[config.mk]
export PLATFORM = sky130hd
export DESIGN_NAME = rtc_alarm_counter
export DESIGN_NICKNAME = d
export VERILOG_FILES = /design/src/rtl/rtc_alarm_pkg.sv /design/src/rtl/rtc_prescaler.sv /design/src/rtl/rtc_count_core.sv /design/src/rtl/rtc_flag_bank.sv /design/src/rtl/rtc_alarm_counter.sv
export SDC_FILE = /design/constraint.sdc
export NUM_CORES = 1
export LEC_CHECK = 0
export ABC_AREA = 1
export CORE_AREA = 2 2 170 89
export CTS_CLUSTER_SIZE = 24
export DETAILED_ROUTE_END_ITERATION = 16
export DIE_AREA = 0 0 172 91
export GPL_ROUTABILITY_DRIVEN = 0
export PLACE_DENSITY = 0.7
export SLEW_MARGIN = 40
export SYNTH_ARGS = -nofsm -noshare
export SYNTH_HDL_FRONTEND = slang
export SYNTH_SLANG_ARGS = --single-unit
[constraint.sdc]
create_clock -name clk_i -period 2.2 [get_ports clk_i]
set_input_delay 0.33 -clock clk_i [delete_from_list [all_inputs] [get_ports clk_i]]
set_output_delay 0.33 -clock clk_i [all_outputs]
set_load 0.005 [all_outputs]
[src/rtl/rtc_alarm_pkg.sv]
package rtc_alarm_pkg;
  localparam int unsigned NFLAG   = 3;
  localparam int unsigned FLG_SEC = 0;
  localparam int unsigned FLG_ALM = 1;
  localparam int unsigned FLG_OVF = 2;

  typedef enum logic [2:0] {
    REG_STATUS = 3'd0,
    REG_IRQEN  = 3'd1,
    REG_RELOAD = 3'd2,
    REG_COUNT  = 3'd3,
    REG_ALARM  = 3'd4,
    REG_PRESC  = 3'd5
  } reg_addr_e;
endpackage

[src/rtl/rtc_prescaler.sv]
module rtc_prescaler #(
  parameter int unsigned PRE_W   = 20,
  parameter int unsigned PRE_RST = 3
) (
  input  logic             clk_i,
  input  logic             rst_ni,
  input  logic             load_i,
  input  logic [PRE_W-1:0] load_val_i,
  output logic             tick_o,
  output logic [PRE_W-1:0] pre_o,
  output logic [PRE_W-1:0] reload_o
);
  localparam logic [PRE_W-1:0] RST_V = PRE_W'(PRE_RST);

  logic [PRE_W-1:0] pre_q, reload_q;

  always_ff @(posedge clk_i or negedge rst_ni) begin
    if (!rst_ni) begin
      pre_q    <= RST_V;
      reload_q <= RST_V;
    end else if (load_i) begin
      pre_q    <= load_val_i;
      reload_q <= load_val_i;
    end else if (pre_q == '0) begin
      pre_q <= reload_q;
    end else begin
      pre_q <= pre_q - 1'b1;
    end
  end

  assign tick_o   = (pre_q == '0);
  assign pre_o    = pre_q;
  assign reload_o = reload_q;

  AST_PRE_RELOAD: assert property (@(posedge clk_i) disable iff (!rst_ni)
    (tick_o && !load_i) |=> (pre_q == $past(reload_q)));
  AST_PRE_STEP: assert property (@(posedge clk_i) disable iff (!rst_ni)
    (!tick_o && !load_i) |=> (pre_q == $past(pre_q) - 1'b1));
  AST_PRE_LOAD: assert property (@(posedge clk_i) disable iff (!rst_ni)
    load_i |=> (pre_q == $past(load_val_i) && reload_q == $past(load_val_i)));
endmodule

[src/rtl/rtc_count_core.sv]
module rtc_count_core #(
  parameter int unsigned CNT_W = 32
) (
  input  logic             clk_i,
  input  logic             rst_ni,
  input  logic             tick_i,
  input  logic             wr_cnt_i,
  input  logic             wr_alm_i,
  input  logic [CNT_W-1:0] wdata_i,
  output logic [CNT_W-1:0] cnt_o,
  output logic [CNT_W-1:0] alarm_o,
  output logic             alarm_hit_o,
  output logic             ovf_hit_o
);
  logic [CNT_W-1:0] cnt_q, alarm_q;

  always_ff @(posedge clk_i or negedge rst_ni) begin
    if (!rst_ni) begin
      cnt_q <= '0;
    end else if (wr_cnt_i) begin
      cnt_q <= wdata_i;
    end else if (tick_i) begin
      cnt_q <= cnt_q + 1'b1;
    end
  end

  always_ff @(posedge clk_i or negedge rst_ni) begin
    if (!rst_ni)       alarm_q <= '1;
    else if (wr_alm_i) alarm_q <= wdata_i;
  end

  // events sit in the cycle before the counter moves
  assign alarm_hit_o = tick_i && (cnt_q == alarm_q);
  assign ovf_hit_o   = tick_i && (&cnt_q);
  assign cnt_o       = cnt_q;
  assign alarm_o     = alarm_q;

  AST_CNT_HOLD: assert property (@(posedge clk_i) disable iff (!rst_ni)
    (!tick_i && !wr_cnt_i) |=> $stable(cnt_q));
  AST_CNT_STEP: assert property (@(posedge clk_i) disable iff (!rst_ni)
    (tick_i && !wr_cnt_i) |=> (cnt_q == $past(cnt_q) + 1'b1));
  AST_ALARM_NEXT: assert property (@(posedge clk_i) disable iff (!rst_ni)
    (alarm_hit_o && !wr_cnt_i) |=> (cnt_q == $past(alarm_q) + 1'b1));
  AST_OVF_WRAP: assert property (@(posedge clk_i) disable iff (!rst_ni)
    (ovf_hit_o && !wr_cnt_i) |=> (cnt_q == '0));
  AST_CNT_WRITE: assert property (@(posedge clk_i) disable iff (!rst_ni)
    wr_cnt_i |=> (cnt_q == $past(wdata_i)));
endmodule

[src/rtl/rtc_flag_bank.sv]
module rtc_flag_bank #(
  parameter int unsigned N = 3
) (
  input  logic         clk_i,
  input  logic         rst_ni,
  input  logic [N-1:0] evt_i,
  input  logic [N-1:0] clr_i,
  output logic [N-1:0] flag_o
);
  logic [N-1:0] flag_q;

  for (genvar i = 0; i < N; i++) begin : g_flag
    always_ff @(posedge clk_i or negedge rst_ni) begin
      if (!rst_ni)        flag_q[i] <= 1'b0;
      else if (evt_i[i])  flag_q[i] <= 1'b1;  // set beats clear
      else if (clr_i[i])  flag_q[i] <= 1'b0;
    end

    AST_FLAG_HOLD: assert property (@(posedge clk_i) disable iff (!rst_ni)
      (flag_q[i] && !clr_i[i]) |=> flag_q[i]);
    AST_FLAG_CLEAR: assert property (@(posedge clk_i) disable iff (!rst_ni)
      (clr_i[i] && !evt_i[i]) |=> !flag_q[i]);
    AST_SET_WINS: assert property (@(posedge clk_i) disable iff (!rst_ni)
      evt_i[i] |=> flag_q[i]);
  end

  assign flag_o = flag_q;
endmodule

[src/rtl/rtc_alarm_counter.sv]
module rtc_alarm_counter
  import rtc_alarm_pkg::*;
#(
  parameter int unsigned CNT_W   = 32,
  parameter int unsigned PRE_W   = 20,
  parameter int unsigned PRE_RST = 3
) (
  input  logic             clk_i,
  input  logic             rst_ni,
  input  logic             wr_en_i,
  input  logic [2:0]       wr_addr_i,
  input  logic [CNT_W-1:0] wr_data_i,
  input  logic [2:0]       rd_addr_i,
  output logic [CNT_W-1:0] rd_data_o,
  output logic             sec_o,
  output logic             alarm_o,
  output logic             irq_sec_o,
  output logic             irq_alarm_o,
  output logic             irq_ovf_o
);
  localparam int unsigned STAT_PAD = CNT_W - NFLAG;
  localparam int unsigned PRE_PAD  = CNT_W - PRE_W;

  logic             wr_stat, wr_en, wr_rel, wr_cnt, wr_alm;
  logic             tick, alarm_hit, ovf_hit;
  logic [PRE_W-1:0] pre_val, reload_val;
  logic [CNT_W-1:0] cnt_val, alarm_val;
  logic [NFLAG-1:0] evt, clr, flag, status, irq_en_q;

  assign wr_stat = wr_en_i && (wr_addr_i == REG_STATUS);
  assign wr_en   = wr_en_i && (wr_addr_i == REG_IRQEN);
  assign wr_rel  = wr_en_i && (wr_addr_i == REG_RELOAD);
  assign wr_cnt  = wr_en_i && (wr_addr_i == REG_COUNT);
  assign wr_alm  = wr_en_i && (wr_addr_i == REG_ALARM);

  rtc_prescaler #(.PRE_W(PRE_W), .PRE_RST(PRE_RST)) i_presc (
    .clk_i      (clk_i),
    .rst_ni     (rst_ni),
    .load_i     (wr_rel),
    .load_val_i (wr_data_i[PRE_W-1:0]),
    .tick_o     (tick),
    .pre_o      (pre_val),
    .reload_o   (reload_val)
  );

  rtc_count_core #(.CNT_W(CNT_W)) i_core (
    .clk_i       (clk_i),
    .rst_ni      (rst_ni),
    .tick_i      (tick),
    .wr_cnt_i    (wr_cnt),
    .wr_alm_i    (wr_alm),
    .wdata_i     (wr_data_i),
    .cnt_o       (cnt_val),
    .alarm_o     (alarm_val),
    .alarm_hit_o (alarm_hit),
    .ovf_hit_o   (ovf_hit)
  );

  always_comb begin
    evt          = '0;
    evt[FLG_SEC] = tick;
    evt[FLG_ALM] = alarm_hit;
    evt[FLG_OVF] = ovf_hit;
  end

  assign clr = {NFLAG{wr_stat}} & ~wr_data_i[NFLAG-1:0];

  rtc_flag_bank #(.N(NFLAG)) i_flags (
    .clk_i  (clk_i),
    .rst_ni (rst_ni),
    .evt_i  (evt),
    .clr_i  (clr),
    .flag_o (flag)
  );

  always_ff @(posedge clk_i or negedge rst_ni) begin
    if (!rst_ni)    irq_en_q <= '0;
    else if (wr_en) irq_en_q <= wr_data_i[NFLAG-1:0];
  end

  // flags read as set during their own event cycle
  assign status = flag | evt;

  assign sec_o       = tick;
  assign alarm_o     = alarm_hit;
  assign irq_sec_o   = status[FLG_SEC] & irq_en_q[FLG_SEC];
  assign irq_alarm_o = status[FLG_ALM] & irq_en_q[FLG_ALM];
  assign irq_ovf_o   = status[FLG_OVF] & irq_en_q[FLG_OVF];

  always_comb begin
    unique case (rd_addr_i)
      REG_STATUS: rd_data_o = {{STAT_PAD{1'b0}}, status};
      REG_IRQEN:  rd_data_o = {{STAT_PAD{1'b0}}, irq_en_q};
      REG_RELOAD: rd_data_o = {{PRE_PAD{1'b0}}, reload_val};
      REG_COUNT:  rd_data_o = cnt_val;
      REG_ALARM:  rd_data_o = alarm_val;
      REG_PRESC:  rd_data_o = {{PRE_PAD{1'b0}}, pre_val};
      default:    rd_data_o = '0;
    endcase
  end

  AST_ALARM_ON_TICK: assert property (@(posedge clk_i) disable iff (!rst_ni)
    alarm_o |-> sec_o);
  AST_IRQ_MASKED: assert property (@(posedge clk_i) disable iff (!rst_ni)
    (irq_en_q == '0) |-> !(irq_sec_o || irq_alarm_o || irq_ovf_o));
  AST_STATUS_SHOWS_EVT: assert property (@(posedge clk_i) disable iff (!rst_ni)
    alarm_hit |-> rd_addr_i != REG_STATUS || rd_data_o[FLG_ALM]);
endmodule

; Yosys cells after proc, flatten, opt, wreduce, memory -nomap -nowiden
; Cells that the tools add are included.
[classes]
n_addsub = 2
eq_ne = 10
muxes = 11
n_bitwise = 6
reduce_logical = 15
[ops]
columns = op, count
row1 = 32-bit case mux with 6 select lines, 1
row2 = 32-bit 2-to-1 mux, 2
row3 = 20-bit 2-to-1 mux, 2
row4 = "32-bit by 1-bit adder with 32-bit output, second input constant", 1
row5 = 32-bit == test, 1
row6 = 32-bit AND reduction, 1
row7 = 20-bit zero test, 1
row8 = "20-bit by 1-bit subtractor with 20-bit output, second input constant", 1
row9 = "3-bit by 2-bit == test with 1-bit output, second input constant", 4
row10 = "3-bit == test, second input constant", 3
row11 = 2-bit nonzero test, 4
row12 = 1-bit logical AND, 7
row13 = "3-bit by 1-bit == test with 1-bit output, second input constant", 2
row14 = 3-bit zero test, 2
row15 = 1-bit 2-to-1 mux, 6
row16 = 1-bit bitwise AND, 3
row17 = 3-bit bitwise AND, 1
row18 = 3-bit NOT, 1
row19 = 3-bit bitwise OR, 1
[totals]
reg_bits = 110
out_inout_bits = 37

; Longest topological paths before layout
[logic_depth]
word_depth = 5
mapped_depth = 12
depth_no_buf = 12

; Modules after synthesis
; From an unflattened synthesis, not the netlist that was laid out.
[hier_totals]
hier_cells = 1095
hier_area_um2 = 7634.8
[modules_own_cells]
columns = module, instances, cells_each, area_per_inst_um2, seq_area_each_um2
row1 = rtc_count_core, 1, 564, 3983.8, 1641.6
row2 = rtc_prescaler, 1, 296, 2294.7, 1006.0
row3 = rtc_alarm_counter, 1, 220, 1236.2, 75.1
row4 = rtc_flag_bank, 1, 15, 120.1, 75.1

; Least setup slack after synthesis
; Ideal clock, no wire load.
[synth_timing]
path_kind = register to output
start = reg i_presc.pre_q[0], in the netlist i_presc.pre_o[0]
end = out alarm_o
arrival_ns = 1.486
setup_slack_ns = 0.384
stages_incl_launch_ff = 10
path_buffers = 1
path_cell_list = dfstp_2 -> inv_1 -> ha_1 -> nand2_2 -> nor2_4 -> nand2_4 -> nor2_4 -> nand2_4 -> buf_6 -> nor2_1
[synth_between]
elab_chain_len = 2
[synth_lines]
columns = item, line_no
row1 = "start, declared", rtc_prescaler.sv:15  ; logic [PRE_W-1:0] pre_q, reload_q;
row2 = "start signal, assigned", rtc_prescaler.sv:22  ; pre_q <= load_val_i;
row3 = "start signal, assigned", rtc_prescaler.sv:25  ; pre_q <= reload_q;
row4 = "start signal, assigned", rtc_prescaler.sv:27  ; pre_q <= pre_q - 1'b1;
row5 = 20-bit zero test, rtc_prescaler.sv:31  ; assign tick_o = (pre_q == '0);
row6 = 1-bit logical AND, rtc_count_core.sv:33  ; assign alarm_hit_o = tick_i && (cnt_q == alarm_q);
row7 = "end, declared", rtc_alarm_counter.sv:16  ; output logic alarm_o,
; Every way passes these cells.

; Worst setup path in the final report
[layout_timing]
start = reg i_core.alarm_q[20], in the netlist i_core.alarm_o[20]
end = out rd_data_o[1]
[layout_between]
elab_chain_len = 4
[layout_lines]
columns = item, line_no
row1 = "start, declared", rtc_count_core.sv:15  ; logic [CNT_W-1:0] cnt_q, alarm_q;
row2 = "start signal, assigned", rtc_count_core.sv:29  ; else if (wr_alm_i) alarm_q <= wdata_i;
row3 = 32-bit == test, rtc_count_core.sv:33
row4 = 1-bit logical AND, rtc_count_core.sv:33
row5 = 3-bit bitwise OR, rtc_alarm_counter.sv:82  ; assign status = flag | evt;
row6 = 32-bit case mux with 6 select lines, rtc_alarm_counter.sv:91  ; unique case (rd_addr_i)
row7 = "end, declared", rtc_alarm_counter.sv:14  ; output logic [CNT_W-1:0] rd_data_o,
; Every way passes these cells.

==> impl_metrics.prom <==
# TYPE chip_impl_metric gauge
chip_impl_metric{name="final.setup_skew",unit="ps"} 11.3
chip_impl_metric{name="timing.max_cap.violations",unit=""} 0
chip_impl_metric{name="p_sw_frac",unit=""} 0.377
chip_impl_metric{name="tightest_slew",unit="ps"} 520
chip_impl_metric{name="placed_area",unit="µm²"} 9200
chip_impl_metric{name="power-per-cell-area",unit="nW/µm²"} 805
chip_impl_metric{name="worst_skew_pair.late_latency",unit="ps"} 370
chip_impl_metric{name="seqPwrFrac",unit=""} 0.358
chip_impl_metric{name="routed_wire_length_per_instance",unit="µm"} 18.5
chip_impl_metric{name="post_route_cells_drive_above_1_share",unit=""} 0.311
chip_impl_metric{name="initial_antenna_violation_count",unit=""} 1
chip_impl_metric{name="die_width",unit="µm"} 172
chip_impl_metric{name="leakage",unit="nW"} 5.09
chip_impl_metric{name="max-clock-path-buffers",unit=""} 2
chip_impl_metric{name="synth-seq-cells",unit=""} 110
chip_impl_metric{name="timing.fmax",unit="MHz"} 408
chip_impl_metric{name="final.period_utilization",unit=""} 1.12
chip_impl_info{name="violations",value="setup timing"} 1
chip_impl_metric{name="synth_warnings",unit=""} 0
chip_impl_metric{name="avgSynthCellArea",unit="µm²"} 7.17
chip_impl_metric{name="count_of_unique_library_cells_instantiated_by_yosys",unit=""} 41
chip_impl_metric{name="detail_route.vias_per_cell",unit=""} 5.52
chip_impl_metric{name="synth.top_cell.area_share",unit=""} 0.268
chip_impl_metric{name="report.final.setup_viol",unit=""} 6
chip_impl_info{name="rr_startpoint",value="i_presc.pre_o[4]"} 1
chip_impl_metric{name="report.final.slew_viol_count",unit=""} 0
chip_impl_metric{name="finalWorstPathRequiredPeriod",unit="ps"} 2450
chip_impl_metric{name="maximum_net_fanout_on_the_critical_path",unit=""} 2
chip_impl_metric{name="share_of_power_burned_in_the_clock_network",unit=""} 0.191
chip_impl_info{name="worstHoldPathType",value="in -> async"} 1
chip_impl_metric{name="layout.cells.non_filler",unit=""} 1463
chip_impl_info{name="tritoncts",value="yes"} 1
chip_impl_metric{name="ff_latch_area",unit="µm²"} 2800
chip_impl_info{name="cts.root.buffer_cell",value="sky130_fd_sc_hd__clkbuf_16"} 1
chip_impl_metric{name="diodes",unit=""} 0
chip_impl_metric{name="dieArea",unit="µm²"} 15700
chip_impl_info{name="final_common_cell",value="sky130_fd_sc_hd__nand2_1"} 1
chip_impl_metric{name="first_global_vias",unit=""} 7474
chip_impl_metric{name="yosysSeqAreaShare",unit=""} 0.404
chip_impl_metric{name="tritoncts.num_buffers",unit=""} 9
chip_impl_metric{name="vias",unit=""} 8075
chip_impl_metric{name="share_comb_of_total_power",unit=""} 0.451
chip_impl_info{name="run_status",value="complete, but fails checks"} 1
chip_impl_metric{name="syn_nets",unit=""} 1009
chip_impl_info{name="reg2reg_to",value="i_presc.pre_o[9]"} 1
chip_impl_metric{name="post_synthesis_cell_count",unit=""} 966
chip_impl_info{name="synth_area_leaders",value="sky130_fd_sc_hd__dfrtp_1 27%, sky130_fd_sc_hd__nand2_1 16%, sky130_fd_sc_hd__dfstp_2 14%"} 1
chip_impl_info{name="crit_path_end_kind",value="output pin"} 1
chip_impl_metric{name="maximum_number_of_pins_on_one_net_before_global_route_repair",unit=""} 48
chip_impl_info{name="crit_type",value="reg -> out"} 1
chip_impl_metric{name="hold-worst-slack",unit="ps"} 474
chip_impl_metric{name="rows",unit=""} 31
chip_impl_metric{name="post-dp-hpwl",unit="µm"} 19300
chip_impl_metric{name="placedCellCount",unit=""} 1391
chip_impl_info{name="layout.cells.most_common_list",value="286 x sky130_fd_sc_hd__nand2_1, 211 x sky130_fd_sc_hd__buf_4, 123 x sky130_fd_sc_hd__inv_1"} 1
chip_impl_metric{name="core-area",unit="µm²"} 14100
chip_impl_metric{name="ant_nets_after_route",unit=""} 0
chip_impl_metric{name="multiInputGateArea",unit="µm²"} 3830
chip_impl_metric{name="drt_first_pass_iters",unit=""} 6
chip_impl_metric{name="r2r_worst_path_depth",unit=""} 14
chip_impl_metric{name="drt_iter0_drc",unit=""} 1074
chip_impl_metric{name="p_int",unit="mW"} 5.19
chip_impl_metric{name="h-tree-depth",unit=""} 3
chip_impl_metric{name="global_route.usage.total",unit=""} 0.351
chip_impl_metric{name="die_height",unit="µm"} 91
chip_impl_info{name="timing.critical_path.from_type",value="register"} 1
chip_impl_metric{name="ioPinCount",unit=""} 78
chip_impl_info{name="rsz0062_at_grt",value="true"} 1
chip_impl_metric{name="global_route_wire_length_before_repair",unit="µm"} 41100
chip_impl_metric{name="io_buffers",unit=""} 77
chip_impl_metric{name="power.ir.vdd_worst",unit="µV"} 492
chip_impl_metric{name="synthToLayoutAreaGrowth",unit="%"} 49.7
chip_impl_metric{name="floorplan.initialDensity",unit=""} 0.490
chip_impl_metric{name="fillers",unit=""} 1073
chip_impl_metric{name="grt_remaining_overflow",unit=""} 0
chip_impl_metric{name="worst-endpoint-required",unit="ps"} 1870
chip_impl_metric{name="drt_wl_total",unit="µm"} 27100
chip_impl_metric{name="final_net_count",unit=""} 1303
chip_impl_metric{name="finalHoldViolCount",unit=""} 0
chip_impl_metric{name="detail_route.drc_violations",unit=""} 0
chip_impl_metric{name="worst_setup_hold_path_clk_slew",unit="ps"} 70
chip_impl_info{name="synth.largest_area_cell",value="sky130_fd_sc_hd__dfrtp_1"} 1
chip_impl_metric{name="final_cell_area",unit="µm²"} 10400
chip_impl_metric{name="maxSlewHeadroom",unit=""} 0.651
chip_impl_metric{name="post-route-worst-setup-slack",unit="ps"} -254
chip_impl_metric{name="total_switching_power",unit="mW"} 3.15
chip_impl_metric{name="setup.reg_to_reg.worst_slack",unit="ps"} 60
chip_impl_metric{name="syn_area",unit="µm²"} 6920
chip_impl_metric{name="cp.arrival",unit="ps"} 2120
chip_impl_metric{name="clock_sinks",unit=""} 110
[sequential cells by signal, indices dropped and copies added, names as in the netlist]
name              cells
irq_en_q              3
i_core.cnt_o         32
i_core.alarm_o       32
i_flags.flag_o        3
i_presc.pre_o        20
i_presc.reload_o     20
[per-layer routing]
layer | GRT usage | share of wire | up-vias
li1 | - | - | 3720
met1 | 0.533 | 0.44 | 3757
met2 | 0.474 | 0.40 | 549
met3 | 0.118 | 0.14 | 47
met4 | 0.0798 | 0.019 | 2
met5 | 0 | 0.00041 | -
[timing repair]
action | CTS | global route
pin swaps | 27 | 29
setup endpoints to repair | 38 | 45
gates resized for setup | 145 | 54
hold endpoints to repair | 22 | 0
hold buffers | 1 | 0
gates cloned | 2 | 1
buffers inserted | 39 | 18
[worst max-delay path, cell delays in order (launching register included)]
cell	delay [ps]
sky130_fd_sc_hd__dfstp_2	580
sky130_fd_sc_hd__xnor2_2	130
sky130_fd_sc_hd__buf_4	170
sky130_fd_sc_hd__nand2_2	50
sky130_fd_sc_hd__nor2_1	90
sky130_fd_sc_hd__nand2_1	110
sky130_fd_sc_hd__nor2_4	130
sky130_fd_sc_hd__nand3_4	110
sky130_fd_sc_hd__buf_6	140
sky130_fd_sc_hd__nand2_2	50
sky130_fd_sc_hd__nand2_1	40
sky130_fd_sc_hd__nand2_1	60
sky130_fd_sc_hd__buf_2	110
[cell usage after synthesis (all sizes together)]
cell type and n:
nand2 304, o2111ai 1, dfrtp 74, a22oi 17, xnor2 17, nor3 29, nor4 1, a211oi 1
o21ai 60, nand3 34, nand3b 2, and3 1, a21o 1, o211ai 11, nand4 8, buf 10
o22ai 26, a21oi 26, clkinv 2, ha 2, clkbuf 25, o221ai 22, xor2 32, inv 132
nor2 89, dfstp 36, o21bai 3
[worst max-delay path by stage]
stage,endpoint,cells after the start,start
6_report,rd_data_o[1],12,i_core.alarm_o[20]
3_3_place_gp,rd_data_o[17],8,rd_addr_i[2]
5_1_grt,rd_data_o[1],12,i_core.cnt_o[19]
3_5_place_dp,rd_data_o[14],8,rd_addr_i[2]
2_1_floorplan,alarm_o,9,i_presc.pre_o[0]
4_1_cts,rd_data_o[1],12,i_core.alarm_o[20]
[kinds of logic (layout without fill, tap and decap cells)]
kind of cell | after synthesis | after routing | synth area share
AND/OR/NAND/NOR | 468 | 469 | 0.281
AO/OA/AOI/OAI | 168 | 168 | 0.152
XOR/XNOR | 49 | 49 | 0.0620
buffers and inverters | 169 | 467 | 0.0969
adder cells (fa/ha/maj) | 2 | 2 | 0.00361
flip-flops | 110 | 110 | 0.404
[area by class of cell]
cell class,instances,share of cell area
clock inverter,6,0.00459
inverter,134,0.0489
clock buffer,10,0.0221
sequential,110,0.270
multi-input combinational,688,0.369
timing repair buffer,317,0.261
tap,198,0.0239
[through the flow]
| stage | utilization | worst slack (ps) | TNS (ps) | total power [mW] |
|---|---|---|---|---|
| final | 0.734 | -254 | -1220 | 8.34 |
| after global routing | 0.734 | -341 | -1820 | 8.79 |
| after CTS | 0.711 | -233 | -1520 | 8.06 |
| after detailed placement | 0.652 | -405 | -9500 | 6.08 |
| after global placement | 0.652 | -305 | -8060 | 6.02 |
| after floorplan | - | 384 | 0 | 4.34 |
[power groups by stage]
| stage | registers (mW) | clock network [mW] | logic (mW) |
|---|---|---|---|
| floorplan | 2.91 | 0 | 1.43 |
| global placement | 2.95 | 0 | 3.07 |
| detailed placement | 2.96 | 0 | 3.12 |
| CTS | 2.95 | 1.61 | 3.50 |
| global route | 3.03 | 1.70 | 4.05 |
| finish | 2.98 | 1.60 | 3.76 |
Power figures use the tool's default switching activity.
